File: src/rtl/envcfg_pkg.sv
package envcfg_pkg;
  localparam int ADDR_W = 12;
  localparam int DATA_W = 64;
  localparam int HALF_W = DATA_W / 2;

  typedef enum logic [1:0] {
    PRIV_U    = 2'd0,
    PRIV_S    = 2'd1,
    PRIV_RSVD = 2'd2,
    PRIV_M    = 2'd3
  } priv_e;
endpackage

File: src/rtl/envcfg_decode.sv
module envcfg_decode
  import envcfg_pkg::*;
#(
  parameter logic [ADDR_W-1:0] M_ADDR  = 12'h30A,
  parameter logic [ADDR_W-1:0] MH_ADDR = 12'h31A,
  parameter logic [ADDR_W-1:0] S_ADDR  = 12'h10A
) (
  input  logic [ADDR_W-1:0] addr,
  input  priv_e             priv,
  input  logic              xlen64,
  input  logic              has_u,
  input  logic              has_s,
  output logic              hit_m_lo,
  output logic              hit_m_hi,
  output logic              hit_s,
  output logic              defined
);
  logic at_m;
  logic s_ok;

  always_comb begin
    at_m     = (priv == PRIV_M);
    s_ok     = has_s && ((priv == PRIV_M) || (priv == PRIV_S));
    hit_m_lo = (addr == M_ADDR) && at_m && has_u;
    hit_m_hi = (addr == MH_ADDR) && at_m && has_u && !xlen64;
    hit_s    = (addr == S_ADDR) && s_ok;
    defined  = hit_m_lo || hit_m_hi || hit_s;
  end
endmodule

File: src/rtl/envcfg_fiom_reg.sv
module envcfg_fiom_reg (
  input  logic clk,
  input  logic rst_n,
  input  logic wr_en,
  input  logic wr_bit,
  input  logic supported,
  output logic q
);
  logic q_nxt;

  always_comb begin
    q_nxt = q;
    if (wr_en) q_nxt = wr_bit && supported;
  end

  always_ff @(posedge clk or negedge rst_n) begin
    if (!rst_n) q <= 1'b0;
    else        q <= q_nxt;
  end

  // a write while the field is locked leaves the bit clear
  p_locked_write_clears_r5: assert property (@(posedge clk) disable iff (!rst_n)
    (wr_en && !supported) |=> (q == 1'b0));
  // without a write the bit holds
  p_hold_without_write_r10: assert property (@(posedge clk) disable iff (!rst_n)
    !wr_en |=> $stable(q));
endmodule

File: src/rtl/envcfg_fiom_gate.sv
module envcfg_fiom_gate
  import envcfg_pkg::*;
(
  input  priv_e priv,
  input  logic  m_bit,
  input  logic  s_bit,
  output logic  active
);
  always_comb begin
    unique case (priv)
      PRIV_U:  active = m_bit | s_bit;
      PRIV_S:  active = m_bit;
      default: active = 1'b0;
    endcase
  end
endmodule

File: src/rtl/envcfg_csr_unit.sv
module envcfg_csr_unit
  import envcfg_pkg::*;
#(
  parameter logic [ADDR_W-1:0] M_ADDR  = 12'h30A,
  parameter logic [ADDR_W-1:0] MH_ADDR = 12'h31A,
  parameter logic [ADDR_W-1:0] S_ADDR  = 12'h10A
) (
  input  logic              clk,
  input  logic              rst_n,
  input  logic              cfg_xlen64,
  input  logic              cfg_has_umode,
  input  logic              cfg_has_smode,
  input  logic              cfg_fiom_ok,
  input  logic [1:0]        priv,
  input  logic              csr_req,
  input  logic              csr_we,
  input  logic [ADDR_W-1:0] csr_addr,
  input  logic [DATA_W-1:0] csr_wdata,
  output logic [DATA_W-1:0] csr_rdata,
  output logic              csr_illegal,
  output logic              fence_io_as_mem
);
  priv_e       priv_q;
  logic        hit_m_lo, hit_m_hi, hit_s, defined;
  logic        m_fiom, s_fiom;
  logic        m_wr, s_wr;
  logic [DATA_W-1:0] m_word, s_word;
  logic        wdata_unused;

  assign priv_q       = priv_e'(priv);
  assign wdata_unused = ^csr_wdata[DATA_W-1:1];

  envcfg_decode #(.M_ADDR(M_ADDR), .MH_ADDR(MH_ADDR), .S_ADDR(S_ADDR)) u_decode (
    .addr(csr_addr), .priv(priv_q), .xlen64(cfg_xlen64),
    .has_u(cfg_has_umode), .has_s(cfg_has_smode),
    .hit_m_lo(hit_m_lo), .hit_m_hi(hit_m_hi), .hit_s(hit_s), .defined(defined)
  );

  // Upper-half address carries only read-only-zero fields: no enable.
  always_comb begin
    m_wr = csr_req && csr_we && hit_m_lo;
    s_wr = csr_req && csr_we && hit_s;
  end

  envcfg_fiom_reg u_m_reg (
    .clk(clk), .rst_n(rst_n), .wr_en(m_wr), .wr_bit(csr_wdata[0]),
    .supported(cfg_fiom_ok), .q(m_fiom)
  );
  envcfg_fiom_reg u_s_reg (
    .clk(clk), .rst_n(rst_n), .wr_en(s_wr), .wr_bit(csr_wdata[0]),
    .supported(cfg_fiom_ok), .q(s_fiom)
  );

  envcfg_fiom_gate u_gate (
    .priv(priv_q), .m_bit(m_fiom), .s_bit(s_fiom), .active(fence_io_as_mem)
  );

  always_comb begin
    m_word    = {{(DATA_W-1){1'b0}}, m_fiom};
    s_word    = {{(DATA_W-1){1'b0}}, s_fiom};
    csr_rdata = '0;
    if (csr_req) begin
      if (hit_m_lo)
        csr_rdata = cfg_xlen64 ? m_word : {{HALF_W{1'b0}}, m_word[HALF_W-1:0]};
      else if (hit_m_hi)
        csr_rdata = {{HALF_W{1'b0}}, m_word[DATA_W-1:HALF_W]};
      else if (hit_s)
        csr_rdata = cfg_xlen64 ? s_word : {{HALF_W{1'b0}}, s_word[HALF_W-1:0]};
    end
    csr_illegal = csr_req && !defined;
  end

  // undefined access reads zero
  p_illegal_reads_zero_r4: assert property (@(posedge clk) disable iff (!rst_n)
    csr_illegal |-> (csr_rdata == '0));
  // undefined write touches no state
  p_illegal_no_update_r4: assert property (@(posedge clk) disable iff (!rst_n)
    (csr_illegal && csr_we) |=> ($stable(m_fiom) && $stable(s_fiom)));
  // at most one register selected
  p_single_hit_r2: assert property (@(posedge clk) disable iff (!rst_n)
    $onehot0({hit_m_lo, hit_m_hi, hit_s}));
  // upper-half write keeps the machine bit
  p_high_write_keeps_r6: assert property (@(posedge clk) disable iff (!rst_n)
    (csr_req && csr_we && hit_m_hi) |=> $stable(m_fiom));
  // RV32 reads never carry upper bits
  p_rv32_upper_zero_r7: assert property (@(posedge clk) disable iff (!rst_n)
    !cfg_xlen64 |-> (csr_rdata[DATA_W-1:HALF_W] == '0));
  // flag only from a set bit, never in machine mode
  p_flag_source_r9: assert property (@(posedge clk) disable iff (!rst_n)
    fence_io_as_mem |-> ((m_fiom || s_fiom) && (priv != 2'd3)));
endmodule

File: config.mk
export PLATFORM = sky130hd
export DESIGN_NAME = envcfg_csr_unit
export DESIGN_NICKNAME = d
export VERILOG_FILES = /design/src/rtl/envcfg_pkg.sv /design/src/rtl/envcfg_decode.sv /design/src/rtl/envcfg_fiom_reg.sv /design/src/rtl/envcfg_fiom_gate.sv /design/src/rtl/envcfg_csr_unit.sv
export SDC_FILE = /design/constraint.sdc
export NUM_CORES = 1
export LEC_CHECK = 0
export CORE_MARGIN = 2
export CORE_UTILIZATION = 20
export CTS_BUF_LIST = sky130_fd_sc_hd__clkbuf_8
export CTS_CLUSTER_SIZE = 16
export DETAILED_ROUTE_END_ITERATION = 6
export GPL_TIMING_DRIVEN = 0
export PLACE_DENSITY_LB_ADDON = 0.08
export SETUP_SLACK_MARGIN = 0.5
export SLEW_MARGIN = 20
export SYNTH_ARGS = -nofsm -noshare
export SYNTH_HDL_FRONTEND = slang
export SYNTH_SLANG_ARGS = --single-unit
File: constraint.sdc
create_clock -name clk -period 1.63 [get_ports clk]
set_clock_uncertainty 0.05 [all_clocks]
set_input_delay 0.2445 -clock clk [delete_from_list [all_inputs] [get_ports clk]]
set_output_delay 0.2445 -clock clk [all_outputs]
set_load 0.005 [all_outputs]
---- Word level (Yosys, flattened, before mapping) ----
Index checks and enable logic that the tools add are counted.
operators by class
  equal/unequal tests ..................... 5
  multiplexer cells ....................... 5
  bitwise operators ....................... 1
  reduce and logical (&&, ||, !) cells .... 18
operators by type and width
  kind                                             number
  2-to-1 mux 64 bit                                1
  == test 12 x 10 -> 1 bit, second input constant  2
  == test 12 x 9 -> 1 bit, second input constant   1
  logical AND 1 bit                                12
  logical OR 1 bit                                 3
  2-to-1 mux 1 bit                                 3
  == test 2 x 1 -> 1 bit, second input constant    1
  == test 2 bit, second input constant             1
  logical NOT 1 bit                                2
  logical NOT 2 bit                                1
  case mux 1 bit (2 select lines)                  1
  OR 1 bit                                         1
storage, ports and cells
  register bits after elaboration ......... 2
  input bits .............................. 86
  output and inout port bits .............. 66
  word-level logic and storage cells ...... 31

---- Longest topological paths before layout ----
Gate-level depths: netlist (run 1).
  word-level depth ........................ 8
  gate-level depth with buffers ........... 4
  depth with buffers taken out ............ 4

---- Modules after synthesis ----
A second synthesis (run 1) with hierarchy kept.
unflattened totals
  cells, all modules ...................... 94
  area, all modules ....................... 725.7 sq um
by module, submodules not included
  module            times used  cells each  area each (sq um)  seq. area each (sq um)
  envcfg_csr_unit   1           70          519.2              0.0
  envcfg_decode     1           13          110.1              0.0
  envcfg_fiom_reg   2           4           38.8               25.0
  envcfg_fiom_gate  1           3           18.8               0.0

---- Worst setup path before layout (run 1) ----
OpenSTA, ideal clock, no wires.
  path kind ............................... input port to flip-flop
  start ................................... input csr_addr[0]
  end ..................................... register u_m_reg.q
  library setup time ...................... 0.128 ns
  arrival time ............................ 1.174 ns
  data required time ...................... 1.452 ns
  slack ................................... 0.279 ns
  stages .................................. 4
  path buffers ............................ 0
  cells stage by stage .................... nor4b_4 > nand3_2 > nor4_2 > mux2_1
between the ends
  word-level cells in the longest chain between the ends .. 4
ends and longest elaborated chain
  what                            RTL line               RTL
  start, declared                 envcfg_csr_unit.sv:17  input logic [ADDR_W-1:0] csr_addr,
  == test 12 x 10 -> 1 bit        envcfg_decode.sv:24    hit_m_lo = (addr == M_ADDR) && at_m && has_u;
  logical AND 1 bit (2 in a row)  envcfg_decode.sv:24
  logical AND 1 bit               envcfg_csr_unit.sv:41  m_wr = csr_req && csr_we && hit_m_lo;
  end signal, assigned            envcfg_fiom_reg.sv:18  else q <= q_nxt;
  end, declared                   envcfg_fiom_reg.sv:7   output logic q
No other way between the ends.
A chain may end at the register's enable or synchronous reset.

---- Worst setup path in the final report (run 1) ----
  start ................................... input csr_addr[9]
  end ..................................... output csr_rdata[0]
between the ends
  word-level cells in the longest chain between the ends .. 7
  elaborated cells between the ends (all ways) .. 13
  classes of those cells .................. 3 x eq/ne; 4 x mux; 6 x reduce/logical
ends and longest elaborated chain
  what                            RTL line               RTL
  == test 12 x 10 -> 1 bit        envcfg_decode.sv:25    hit_m_hi = (addr == MH_ADDR) && at_m && has_u && !xlen64;
  logical AND 1 bit (3 in a row)  envcfg_decode.sv:25
  2-to-1 mux 1 bit                envcfg_csr_unit.sv:65  else if (hit_m_hi)
  2-to-1 mux 1 bit (*)            envcfg_csr_unit.sv:63  if (hit_m_lo)
  2-to-1 mux 64 bit (*)           envcfg_csr_unit.sv:62  if (csr_req) begin
  end, declared                   envcfg_csr_unit.sv:19  output logic [DATA_W-1:0] csr_rdata,
Every way passes the cells marked *; elsewhere a longest branch is shown, timed or not.

==> impl_metrics.env, run 1 <==
export IMPL_drive_gt1_frac=0.519
export IMPL_use_met3=0.0211
export IMPL_yosysSeqAreaShare=0.0697
export IMPL_fin_nets=273
export IMPL_synth_top_area_cell="buf_4"
export IMPL_period_share=0.919
export IMPL_rr_worst_depth=1
export IMPL_portBuffers=25
export IMPL_placed_cells=223
export IMPL_p_total_mw=0.470
export IMPL_syn2layout_area_growth_pct=90.2
export IMPL_hp_class="in2async"
export IMPL_finalInstanceArea_um2=1370
export IMPL_fp_row_count=21
export IMPL_antenna_left=0
export IMPL_grt_busiest_layer="met2"
export IMPL_gp_congestion=0.638
export IMPL_synthesis_area_um2=718
export IMPL_place_area_um2=1260
export IMPL_dp_slack_ps=-649
export IMPL_clock_latency_ps=210
export IMPL_grtUsageMet1=0.0831
export IMPL_fmax_mhz=668
export IMPL_setup_viol=0
export IMPL_grt_pass1_vias=653
export IMPL_cts_sinks=2
export IMPL_cts_tree="yes"
export IMPL_drc_errors=0
export IMPL_grtUsageMet2=0.137
export IMPL_final_core_util=0.403
export IMPL_clockBufferDepth=2
export IMPL_layout_commonest_cell="buf_4"
export IMPL_p_leak_nw=0.832
export IMPL_power_density_nw_per_um2=344
export IMPL_critPathSlowestCell="dlygate4sd2_1"
export IMPL_ys_seq_elements=2
export IMPL_finalSetupTns_ps=0
export IMPL_ys_top_cells_by_area="buf_4 (66%), dfrtp_1 (7.0%), nor4b_4 (3.3%), mux2_1 (3.1%), nand3_2 (2.8%)"
export IMPL_clkTransAtPathRegs_ps=30
export IMPL_cap_violations=0
export IMPL_grt_first_pass_wirelength_mm=2.48
export IMPL_rsz0062_at_grt="true"
export IMPL_antenna_found_initial=0
export IMPL_fp_dieH_um=63.9
export IMPL_overflow=0
export IMPL_worst_ep_required_time_ps=1340
export IMPL_vias=680
export IMPL_drt_vias_per_instance=2.94
export IMPL_slew_viol_final=0
export IMPL_crit_type="in2out"
export IMPL_initialDrtViolationCount=2
export IMPL_finalHoldViolations=0
export IMPL_fin_ws_ps=132
export IMPL_vdd_drop_max_mv=0.175
export IMPL_first_pass_iters=3
export IMPL_synthCells=90
export IMPL_dp_hpwl_mm=1.45
export IMPL_wl_per_cell_um=7.11
export IMPL_worst_ep_arrival_time_ps=1200
export IMPL_hold_ws_ps=159
export IMPL_cp_cell_sequence="dlygate4sd2_1 -> nand3_2 -> a2bb2oi_1 -> nor4_4 -> buf_2"
export IMPL_status="complete, no violations"
export IMPL_instances_no_fill=231
export IMPL_yosysTopAreaCellShare=0.659
export IMPL_grt_max_degree=5
export IMPL_grt_use_total=0.0773
export IMPL_postSynthAreaPerCell_um2=7.98
export IMPL_cts_buffers=3
export IMPL_synth_distinct_cells=22
export IMPL_final_cell_mix="buf_4 (66), conb_1 (63), buf_2 (10), dlygate4sd2_1 (5)"
export IMPL_wl_mm=1.64
export IMPL_die_area_um2=4090
export IMPL_antenna_cells=0
export IMPL_yosysWarnings=0
export IMPL_max_stage_delay_ps=300
export IMPL_cp_end_kind="output port"
export IMPL_finalCriticalPeriod_ps=1500
export IMPL_cts_max_level=1
export IMPL_start_kind="input port"
export IMPL_initial_core_util=0.212
export IMPL_die_x_um=63.9
export IMPL_crit_fanout=3
export IMPL_core_um2=3390
export IMPL_pin_count=152
export IMPL_cts_root_buf="clkbuf_8"
-- Yosys cell counts (all sizes together) --
| master | instances |
|---|---|
| mux2 | 2 |
| a31oi | 1 |
| nor2b | 1 |
| nor4 | 2 |
| nor4b | 1 |
| buf | 63 |
| inv | 2 |
| conb | 1 |
| nand3 | 3 |
| a2bb2oi | 1 |
| dfrtp | 2 |
| a21oi | 2 |
| nand2b | 1 |
| nor3b | 1 |
| and2 | 1 |
| o21ai | 1 |
| and4bb | 1 |
| nor2 | 2 |
| nand4b | 1 |
| nand2 | 1 |
-- registers in the layout (all words and copies together), names as in the netlist --
register and count:
u_m_reg.q 1, u_s_reg.q 1
-- cells by family (layout without fill, tap and decap cells) --
kind of cell           after synthesis  after routing  share of synthesized area
buffers and inverters               65             98                      0.669
and+or+nand+nor                     15             15                      0.183
AOI/OAI and AO/OA                    5              5                     0.0418
muxes                                2              2                     0.0314
DFF                                  2              2                     0.0697
other                                1             63                    0.00522
-- area by class of cell --
type | count | area, um^2
repair buffers | 30 | 249
multi-input cells | 85 | 488
clock buffers | 3 | 41.3
inverters | 2 | 7.51
flip-flops and latches | 2 | 50.0
plain buffers | 63 | 473
well taps | 46 | 57.6
fillers | 360 | 2020
-- where the power goes --
part           switching (mW)  internal [mW]
combinational          0.0844          0.141
sequential          0.0000102         0.0501
clock                  0.0381          0.156
total                   0.122          0.348
-- timing repair --
action,CTS,global route
gates resized for setup,60,12
endpoints found under the hold margin,0,0
hold buffers,0,0
pin swaps,10,5
buffers inserted,4,1
setup endpoints to repair,5,5
-- per-layer routing --
| layer | vias up | share of wire |
|---|---|---|
| met3 | 2 | 0.14 |
| li1 | 354 | - |
| met1 | 273 | 0.37 |
| met4 | 0 | 0.0097 |
| met2 | 51 | 0.48 |
| met5 | - | 0 |
-- final timing paths --
kind                             start           end  slack, ps
min reg2reg                  u_m_reg.q     u_m_reg.q        450
min                              rst_n     u_s_reg.q        160
max reg2reg                  u_s_reg.q     u_s_reg.q        800
max                        csr_addr[9]  csr_rdata[0]        130
min in group clk             u_m_reg.q     u_m_reg.q        450
max in group asynchronous        rst_n     u_m_reg.q       1240
-- worst max-delay path: cells and delay by family --
family / cells / cell delay (ps)
AO/OA/AOI/OAI: 1 / 160
buffers and inverters: 2 / 450
AND/OR/NAND/NOR: 2 / 340
No activity file was read; power rests on OpenSTA's default activity.
==> run 2: changes to the inputs <==
clock period = 1.95 ns   (was 1.63 ns; I/O delays follow)
==> run 2 against run 1 <==
Combinational power fell by 18%. Setup slack improved by 250 ps. Register-to-register slack improved by 300 ps. Die area did not move. Design area fell by 2.7%. Via count fell by 5.3%. Sequential power fell by 16%. Clock-buffer cell count did not move. Total power fell by 18%. First-iteration DRC count rose to 4.0 times the previous value. Global-route usage barely moved. Cell count fell by 0.43%.
==> impl_metrics.env, run 2 (synthesis gave the netlist of run 1 again) <==
export IMPL_crit_path_end="csr_rdata[0]"
export IMPL_final_cell_mix="buf_4 (66), conb_1 (63), buf_2 (8), dlygate4sd2_1 (6), clkdlybuf4s50_1 (5)"
export IMPL_critical_path_top_delay_family="buffers and inverters"
export IMPL_crit_type="in2out"
export IMPL_initialDrtViolationCount=8
export IMPL_power_density_nw_per_um2=289
export IMPL_layout_commonest_cell="buf_4"
export IMPL_cts_root_buf="clkbuf_8"
export IMPL_fin_nets=272
export IMPL_grt_first_pass_wirelength_mm=2.57
export IMPL_drive_gt1_frac=0.489
export IMPL_clockBufferDepth=2
export IMPL_p_clk_frac=0.409
export IMPL_place_area_um2=1260
export IMPL_cts_buffers=3
export IMPL_clkTransAtPathRegs_ps=30
export IMPL_finalHoldViolations=0
export IMPL_switching_share=0.246
export IMPL_antenna_found_initial=0
export IMPL_start_kind="input port"
export IMPL_rsz0062_at_grt="true"
export IMPL_syn2layout_area_growth_pct=85.0
export IMPL_die_x_um=63.9
export IMPL_dp_slack_ps=-449
export IMPL_fill_cells=365
export IMPL_portBuffers=25
export IMPL_cts_tree="yes"
export IMPL_grt_pass1_vias=631
export IMPL_clock_latency_ps=200
export IMPL_wl_per_cell_um=6.90
export IMPL_top_regs="u_m_reg.q (1), u_s_reg.q (1)"
export IMPL_grt_use_total=0.0773
export IMPL_max_stage_delay_ps=240
export IMPL_cap_violations=0
export IMPL_power_frac_comb=0.482
export IMPL_first_pass_iters=2
export IMPL_wl_mm=1.59
export IMPL_r2r_start="u_s_reg.q"
export IMPL_drt_vias_per_instance=2.80
export IMPL_critPathSlowestCell="and4bb_1"
export IMPL_r2r_end="u_s_reg.q"
export IMPL_grt_max_degree=5
export IMPL_vdd_drop_max_mv=0.288
export IMPL_p_leak_nw=0.801
export IMPL_finalSetupTns_ps=0
export IMPL_antenna_left=0
export IMPL_period_share=0.806
export IMPL_finalCriticalPeriod_ps=1570
export IMPL_status="complete, no violations"
export IMPL_worst_ep_arrival_time_ps=1230
export IMPL_critPathBufInv=3
export IMPL_gp_congestion=0.685
export IMPL_worst_path_stages=6
export IMPL_slew_viol_final=0
export IMPL_antenna_cells=0
export IMPL_rr_worst_depth=1
export IMPL_fp_row_count=21
export IMPL_cp_cell_sequence="dlygate4sd2_1 -> and4bb_1 -> nand3_2 -> buf_6 -> nor4_4 -> buf_2"
export IMPL_sequentialPowerShare=0.109
export IMPL_dp_hpwl_mm=1.44
export IMPL_worst_ep_required_time_ps=1610
export IMPL_overflow=0
export IMPL_core_um2=3390
export IMPL_hp_class="in2async"
export IMPL_final_core_util=0.392
export IMPL_fin_ws_ps=378
export IMPL_finalInstanceArea_um2=1330
export IMPL_intPower_mw=0.290
export IMPL_cts_max_level=1
export IMPL_setup_viol=0
export IMPL_holdBufCountCts=0
export IMPL_crit_fanout=2
export IMPL_fp_dieH_um=63.9
export IMPL_fmax_mhz=636
export IMPL_initial_core_util=0.212
export IMPL_crit_start="csr_addr[3]"
export IMPL_vias=644
export IMPL_die_area_um2=4090
export IMPL_ff2ff_setup_slack_ps=1100
export IMPL_power_switching_mw=0.0946
export IMPL_multi_input_area_um2=460
export IMPL_pin_count=152
export IMPL_seqCellArea_um2=50.0
export IMPL_cp_end_kind="output port"
export IMPL_cts_sinks=2
export IMPL_drc_errors=0
-- run 2: cell count changes in the layout (fill, tap and decap cells not counted), sizes merged --
cell / delta
dlygate4sd2: +1
buf: -3
clkdlybuf4s50: +1
clkdlybuf4s15: +3
dlymetal6s2s: -3
-- run 2: layout make-up --
class	instances	share of cell area
flip-flops and latches	2	0.0377
repair buffers	29	0.180
clock buffers	3	0.0311
inverters	2	0.00565
plain buffers	63	0.356
multi-input cells	85	0.347
well taps	46	0.0433
-- run 2: through the flow --
step | hold WS (ps) | instances | power, mW
2_1_floorplan | -53.1 | 152 | 0.172
5_1_grt | 216 | 230 | 0.413
3_3_place_gp | 421 | 223 | 0.226
6_report | 211 | 230 | 0.384
4_1_cts | 211 | 229 | 0.383
3_5_place_dp | 428 | 223 | 0.226
-- run 2: worst min path at each step --
| stage | slack, ps | to | startpoint | cells after the start |
|---|---|---|---|---|
| final | 210 | u_m_reg.q | rst_n | 1 |
| after global routing | 220 | u_m_reg.q | rst_n | 1 |
| after CTS | 210 | u_m_reg.q | rst_n | 1 |
| after detailed placement | 430 | u_s_reg.q | rst_n | 1 |
| after global placement | 420 | u_m_reg.q | rst_n | 1 |
| after floorplan | -50 | u_m_reg.q | rst_n | 0 |
-- run 2: power groups by stage --
stage	combinational (mW)	sequential, mW	clock, mW
after global placement	0.183	0.0423	0
final	0.185	0.0419	0.157
after floorplan	0.130	0.0423	0
after CTS	0.179	0.0419	0.162
after global routing	0.206	0.0419	0.165
after detailed placement	0.184	0.0423	0
-- run 2: what timing repair did --
| action | 4_1_cts | 5_1_grt |
|---|---|---|
| gates resized for setup | 61 | 1 |
| endpoints found under the hold margin | 0 | 0 |
| gates cloned | 0 | 0 |
| pin swaps | 8 | 1 |
| setup endpoints to repair | 5 | 4 |
| setup buffers | 3 | 1 |
-- run 2: per-layer routing --
layer  GRT usage  up-vias  routed length (um)
met2       0.146       53                 748
met3      0.0370        0                 302
met4     0.00815        0                   0
met5           0        -                   0
li1            -      352                   -
met1      0.0787      239                 535
==> run 3: changes to the inputs <==
CORE_UTILIZATION = 17   (was 20)
clock period = 1.4 ns   (was 1.95 ns; I/O delays follow)
==> run 3 against run 2 <==
The run now ends with negative setup slack left. Sequential cell count did not move. Setup slack worse by 400 ps. Combinational power rose by 44%. Cell count rose by 2.6%. Design area up 2.4%. Clock power increased by 44%. Non-clock buffer count is 2 higher. Wire length is 7.5% higher. Register-to-register slack worse by 580 ps. Sequential share of layout area shrank 0.087 points. Largest cell class unchanged. First-iteration DRC count grew to 3.0 times the previous value. Global-route usage down 1.7 points.
==> impl_metrics.env, run 3 (synthesis gave the netlist of run 1 again) <==
export IMPL_status="finished with violations"
export IMPL_violations="negative setup slack"
export IMPL_top_regs="u_m_reg.q (1), u_s_reg.q (1)"
export IMPL_cts_root_buf="clkbuf_8"
export IMPL_cts_tree="yes"
export IMPL_cap_violations=0
export IMPL_overflow=0
export IMPL_setup_viol=1
export IMPL_worst_ep_required_time_ps=1140
export IMPL_critical_path_top_delay_family="flip-flops"
export IMPL_core_um2=4030
export IMPL_layout_commonest_cell="buf_4"
export IMPL_fin_ws_ps=-20.1
export IMPL_antenna_cells=0
export IMPL_p_clk_frac=0.411
export IMPL_crit_fanout=2
export IMPL_fmax_mhz=704
export IMPL_final_cell_mix="buf_4 (69), conb_1 (63), buf_2 (8), clkdlybuf4s50_1 (5), clkdlybuf4s15_1 (5)"
export IMPL_cp_cell_sequence="inv_2 -> a2bb2oi_4 -> nor4_4 -> buf_2"
export IMPL_wl_per_cell_um=7.22
export IMPL_grt_first_pass_wirelength_mm=2.08
export IMPL_hold_ws_ps=122
export IMPL_r2r_end="u_s_reg.q"
export IMPL_first_pass_iters=4
export IMPL_worst_ep_arrival_time_ps=1160
export IMPL_grt_pass1_vias=495
export IMPL_clock_latency_ps=210
export IMPL_grt_use_total=0.0599
export IMPL_critPathSlowestCell="dfrtp_1"
export IMPL_wl_mm=1.71
export IMPL_start_kind="register"
export IMPL_portBuffers=25
export IMPL_finalHoldViolations=0
export IMPL_p_leak_nw=0.812
export IMPL_vias=661
export IMPL_grt_max_degree=5
export IMPL_switching_share=0.258
export IMPL_dp_hpwl_mm=1.48
export IMPL_place_area_um2=1270
export IMPL_antenna_found_initial=0
export IMPL_power_switching_mw=0.142
export IMPL_fp_dieH_um=69.0
export IMPL_max_stage_delay_ps=350
export IMPL_initial_core_util=0.178
export IMPL_cp_end_kind="output port"
export IMPL_drive_gt1_frac=0.516
export IMPL_cts_max_level=1
export IMPL_antenna_left=0
export IMPL_ff2ff_setup_slack_ps=520
export IMPL_critPathBufInv=2
export IMPL_period_share=1.01
export IMPL_fin_nets=274
export IMPL_power_density_nw_per_um2=405
export IMPL_final_core_util=0.338
export IMPL_drc_errors=0
export IMPL_power_frac_comb=0.483
export IMPL_clockBufferDepth=2
export IMPL_pin_count=152
export IMPL_rr_worst_depth=1
export IMPL_initialDrtViolationCount=24
export IMPL_finalInstanceArea_um2=1360
export IMPL_die_x_um=69.0
export IMPL_drt_vias_per_instance=2.80
export IMPL_holdBufCountCts=0
export IMPL_finalCriticalPeriod_ps=1420
export IMPL_fp_row_count=23
export IMPL_vdd_drop_max_mv=0.298
export IMPL_cts_sinks=2
export IMPL_slew_viol_final=0
export IMPL_hp_class="in2async"
export IMPL_intPower_mw=0.409
export IMPL_rsz0062_at_grt="true"
export IMPL_clkTransAtPathRegs_ps=30
export IMPL_syn2layout_area_growth_pct=89.4
export IMPL_crit_type="reg2out"
export IMPL_sequentialPowerShare=0.106
export IMPL_die_area_um2=4760
export IMPL_dp_slack_ps=-802
export IMPL_gp_congestion=0.604
export IMPL_cts_buffers=3
export IMPL_r2r_start="u_s_reg.q"
run 3: cell count changes in the layout (fill, tap and decap cells not counted), sizes merged:
cell	previous run	this run
buf	77	79
clkbuf	3	5
clkdlybuf4s15	4	5
dlygate4sd2	6	3
run 3: power by group through the flow:
| stage | sequential (mW) | combinational, mW | clock [mW] |
|---|---|---|---|
| after CTS | 0.0583 | 0.252 | 0.236 |
| after floorplan | 0.0589 | 0.182 | 0 |
| after global placement | 0.0589 | 0.257 | 0 |
| after global routing | 0.0583 | 0.298 | 0.246 |
| final | 0.0583 | 0.266 | 0.226 |
| after detailed placement | 0.0589 | 0.257 | 0 |
run 3: repair_timing:
action	4_1_cts	5_1_grt
endpoints found under the setup margin	5	5
setup buffers	3	3
pin swaps	9	4
gates resized for setup	62	8
run 3: worst max-delay path by stage:
| stage | startpoint | to | cells after the start |
|---|---|---|---|
| 6_report | u_m_reg.q | csr_rdata[0] | 4 |
| 5_1_grt | u_m_reg.q | csr_rdata[0] | 4 |
| 4_1_cts | csr_addr[2] | csr_rdata[0] | 5 |
| 3_5_place_dp | csr_addr[0] | csr_rdata[0] | 5 |
| 3_3_place_gp | csr_addr[0] | csr_rdata[0] | 5 |
| 2_1_floorplan | csr_addr[0] | u_m_reg.q | 4 |
run 3: final cells by class:
cell class                 count  area (um^2)
inverter                       2         7.51
buffer                        63          473
sequential                     2         50.0
clock buffer                   3         41.3
timing repair buffer          31          244
multi-input combinational     85          482
fill                         455         2670
tap                           50         62.6
run 3: metal layers:
layer  wire length, um  track usage  vias up
met5                 0            0        -
met3               368       0.0276        0
met1               576       0.0675      246
met2               759       0.0950       59
met4                 0       0.0294        0
li1                  -            -      356
run 3: stage by stage:
stage	total power [mW]	std cells	setup TNS, ps
2_1_floorplan	0.240	152	0
3_3_place_gp	0.316	227	-2580
3_5_place_dp	0.316	227	-2560
4_1_cts	0.546	233	-30.8
5_1_grt	0.602	236	-219
6_report	0.550	236	-20.1
